--- src/rtl/rampchk_lane.sv ---
`timescale 1ns/1ps
// Sequence check for one converter: intra-word steps and word-to-word continuity.
module rampchk_lane #(
   parameter int unsigned N = 16,
   parameter int unsigned K = 2
) (
   input  logic           clk_i,
   input  logic           rst_ni,
   input  logic           vld_i,
   input  logic           seeded_i,
   input  logic [K*N-1:0] word_i,
   output logic           bad_o
);
   logic [N-1:0] smp [K];
   logic [N-1:0] exp_q;
   logic         intra_ok;
   logic         start_ok;

   for (genvar k = 0; k < K; k++) begin : g_unpack
      assign smp[k] = word_i[k*N +: N];
   end

   if (K > 1) begin : g_multi
      logic [K-2:0] step_ok;
      for (genvar k = 1; k < K; k++) begin : g_step
         assign step_ok[k-1] = (smp[k] == smp[k-1] + N'(1));
      end
      assign intra_ok = &step_ok;
   end else begin : g_single
      assign intra_ok = 1'b1;
   end

   // next word must begin one above the last sample of this word
   always_ff @(posedge clk_i) begin
      if (!rst_ni)    exp_q <= '0;
      else if (vld_i) exp_q <= smp[K-1] + N'(1);
   end

   assign start_ok = !seeded_i || (smp[0] == exp_q);
   assign bad_o    = vld_i && !(start_ok && intra_ok);
endmodule

--- config.mk ---
export PLATFORM = sky130hd
export DESIGN_NAME = rampchk_lane
export DESIGN_NICKNAME = d
export VERILOG_FILES = /design/src/rtl/rampchk_lane.sv
export SDC_FILE = /design/constraint.sdc
export NUM_CORES = 1
export LEC_CHECK = 0
export CORE_ASPECT_RATIO = 1.75
export CORE_MARGIN = 8
export CORE_UTILIZATION = 30
export CTS_CLUSTER_DIAMETER = 60
export DETAILED_ROUTE_END_ITERATION = 12
export DONT_BUFFER_PORTS = 1
export GPL_ROUTABILITY_DRIVEN = 0
export MAX_ROUTING_LAYER = met4
export SLEW_MARGIN = 20
export SYNTH_ARGS = -nofsm -noshare
export SYNTH_HDL_FRONTEND = slang
export SYNTH_SLANG_ARGS = --single-unit
--- constraint.sdc ---
create_clock -name clk_i -period 2.9 [get_ports clk_i]
set_clock_uncertainty 0.1 [all_clocks]
set_input_delay 0.58 -clock clk_i [delete_from_list [all_inputs] [get_ports clk_i]]
set_output_delay 0.58 -clock clk_i [all_outputs]
set_load 0.01 [all_outputs]
==> results.toml <==
[floorplan]
initial_core_util_pct = 30.9
dieWidth_um = 69.9
die_area_mm2 = 0.00771
pin_count = 37
row_count = 34
core_area_mm2 = 0.00493
die_y_um = 110

[synth]
synth_compound_area_share_pct = 15.3
postSynthCellCount = 201
yosysTopAreaCell = "dfxtp_1"
synth_edf_count = 0
synth_top_area_share_pct = 21.0
ys_ff_latch = 16
syn_nets = 239
synth-xor-area-share_pct = 25.8
synth_mux_area_share_pct = 2.05
yosysSeqAreaShare_pct = 21.0
synthTopCellsByArea = "dfxtp_1 21%, xnor2_1 17%, xor2_1 9.2%"
synth-simple-area-share_pct = 29.4
yosysUniqueCellTypes = 41
synth-adder-area-share_pct = 1.64
netlist_area_mm2 = 0.00153
synth_top_family_by_area = "simple AND/OR/NAND/NOR gates"
syn_avg_cell_area_um2 = 7.59
synth_ff_type = "dfxtp_1"
yosys_warnings = 0
synthArstFlopShare_pct = 0

[routing]
wl_per_cell_um = 18.1
ant_nets = 0
drcViolationCount = 0
first_pass_iters = 4
viasPerCell = 5.64
wl_um = 4480
num_vias = 1398
drt_iter0_drc = 46

[cells_and_area]
largest_register_ffs = 16
fin_nets = 233
reg_top3 = "exp_q (16)"
drive_gt1_share_pct = 7.73
multi_input_area_mm2 = 0.00115
syn_to_final_growth_pct = 6.23
most-common-layout-cells = "29 x xnor2_1, 23 x nor2_1, 17 x nand2_1"
num-fill-cells = 551
regArea_um2 = 320
final_common_cell = "xnor2_1"
largest_register = "exp_q"
antenna_cells = 0

[min_path]
hold_class = "input port to flop"
hp-start = "word_i[16]"
min_path_cells = 1

[global_route]
first_global_vias = 1384
grt_usage_pct = 11.6
grt_overflow_total = 0
antenna_found_initial = 0
grt_max_degree = 33
grt_pass1_wl_um = 7010

[timing]
setup_viol = 0
min_period_ns = 2.78
hold_viol = 0
tightestPinTransition_ns = 0.580
final.period_utilization_pct = 95.7
finalSetupTns_ns = 0
rsz0062_at_grt = "no"
final_max_slew_viol_count = 0
relSlewSlack_pct = 61.3
maxClockFrequency_mhz = 360

[critical_path]
required_ns = 2.22
r2r-start = "exp_q[15]"
critPathKind = "input port to output port"
cp_max_fo = 7
endpoint_kind = "output port"
rr_worst_depth = 2
startpoint_type = "input port"
critPathLaunch = "word_i[0]"
arrival_ns = 2.10

[cts]
path_clk_slew_ns = 0.07
cts_buffers = 3
cts_hold_buf = 0
worst_skew_pair.late_latency_ns = 0.25
cts.sinks = 16
htreeDepth = 1
clock_tree.root_cell = "clkbuf_8"
cts_buffer_depth = 2
cts_tree = "built"
cts_setup_buffers = 0
ctsResizeCount = 0

[pwr]
peakVddDrop_v = 0.000183
p_sw_share_pct = 26.2
p_leak_nw = 0.502
p_clk_share_pct = 35.0
p_per_area_mw_per_mm2 = 357
p_sw_uw = 151
comb_power_share_pct = 22.4
p_total_uw = 578
intPower_uw = 427
pwr-share-seq_pct = 42.6

[outcome]
status = "completed"

[placement]
dp_hpwl_um = 3710
port-buffer-count = 0

[run]
cap_violations = 0
==> routing by layer <==
layer | wire length [um] | global-route usage (%) | part of all wire [%]
met1 | 1550 | 9.71 | 35
met2 | 2410 | 22.3 | 54
met3 | 438 | 4.84 | 9.8
met4 | 86 | 4.04 | 1.9
met5 | 0 | - | 0
==> final cells by class <==
type                    count  area share, %
repair buffers              2          0.927
flip-flops and latches     16           19.8
well taps                  54           4.17
inverters                   4          0.927
multi-input cells         168           70.8
clock buffers               4           3.40
==> kinds of logic (layout without fill, tap and decap cells) <==
logic type | count (synthesis) | after routing
XOR/XNOR | 45 | 45
multiplexers | 3 | 3
AND/OR/NAND/NOR | 85 | 85
AO/OA/AOI/OAI | 33 | 33
adder cells (fa/ha/maj) | 2 | 2
buffers and inverters | 17 | 10
flip-flops | 16 | 16
==> critical path, cell delays in order <==
cell	delay, ns
ha_2	0.23
nand3_1	0.11
xnor2_1	0.15
nor4b_2	0.33
nand4_1	0.15
a211oi_1	0.24
a41oi_1	0.15
buf_4	0.16
==> power by group through the flow <==
stage               clock, mW  sequential, mW  combinational, mW
floorplan                   0           0.249              0.121
global placement            0           0.251              0.127
detailed placement          0           0.252              0.128
CTS                     0.209           0.247              0.128
global route            0.219           0.249              0.143
finish                  0.202           0.247              0.130
==> Yosys cell counts (2+ instances only) <==
| library cell | instances |
|---|---|
| nor3_1 | 3 |
| nand4_1 | 13 |
| ha_1 | 2 |
| and3_1 | 2 |
| nand3b_1 | 2 |
| nand2_1 | 17 |
| a311oi_1 | 4 |
| inv_1 | 4 |
| o31ai_1 | 2 |
| dfxtp_1 | 16 |
| xor2_1 | 16 |
| a211oi_1 | 13 |
| nor2_1 | 23 |
| a21oi_1 | 3 |
| nand3_1 | 9 |
| or3_1 | 4 |
| mux2i_1 | 2 |
| clkbuf_1 | 10 |
| xnor2_1 | 29 |
| o21ai_0 | 6 |
==> final timing paths <==
check	end	slack (ns)
worst max-delay path	bad_o	0.12
worst min-delay path	exp_q[0]	0.32
worst max register to register	exp_q[15]	2.09
worst min register to register	exp_q[5]	0.40
==> stage by stage <==
| step | instances | area (um2) | hold slack [ns] | setup WS, ns | utilization, % |
|---|---|---|---|---|---|
| floorplan | 201 | 1530 | 0.368 | 0.288 | - |
| detailed placement | 244 | 1550 | 0.389 | 0.0577 | 31.4 |
| global placement | 244 | 1550 | 0.385 | 0.0231 | 31.4 |
| global route | 248 | 1620 | 0.304 | 0.0179 | 32.8 |
| CTS | 248 | 1600 | 0.313 | 0.0459 | 32.5 |
| finish | 248 | 1620 | 0.319 | 0.125 | 32.8 |
Note: power is estimated with default switching activity, not from simulation.
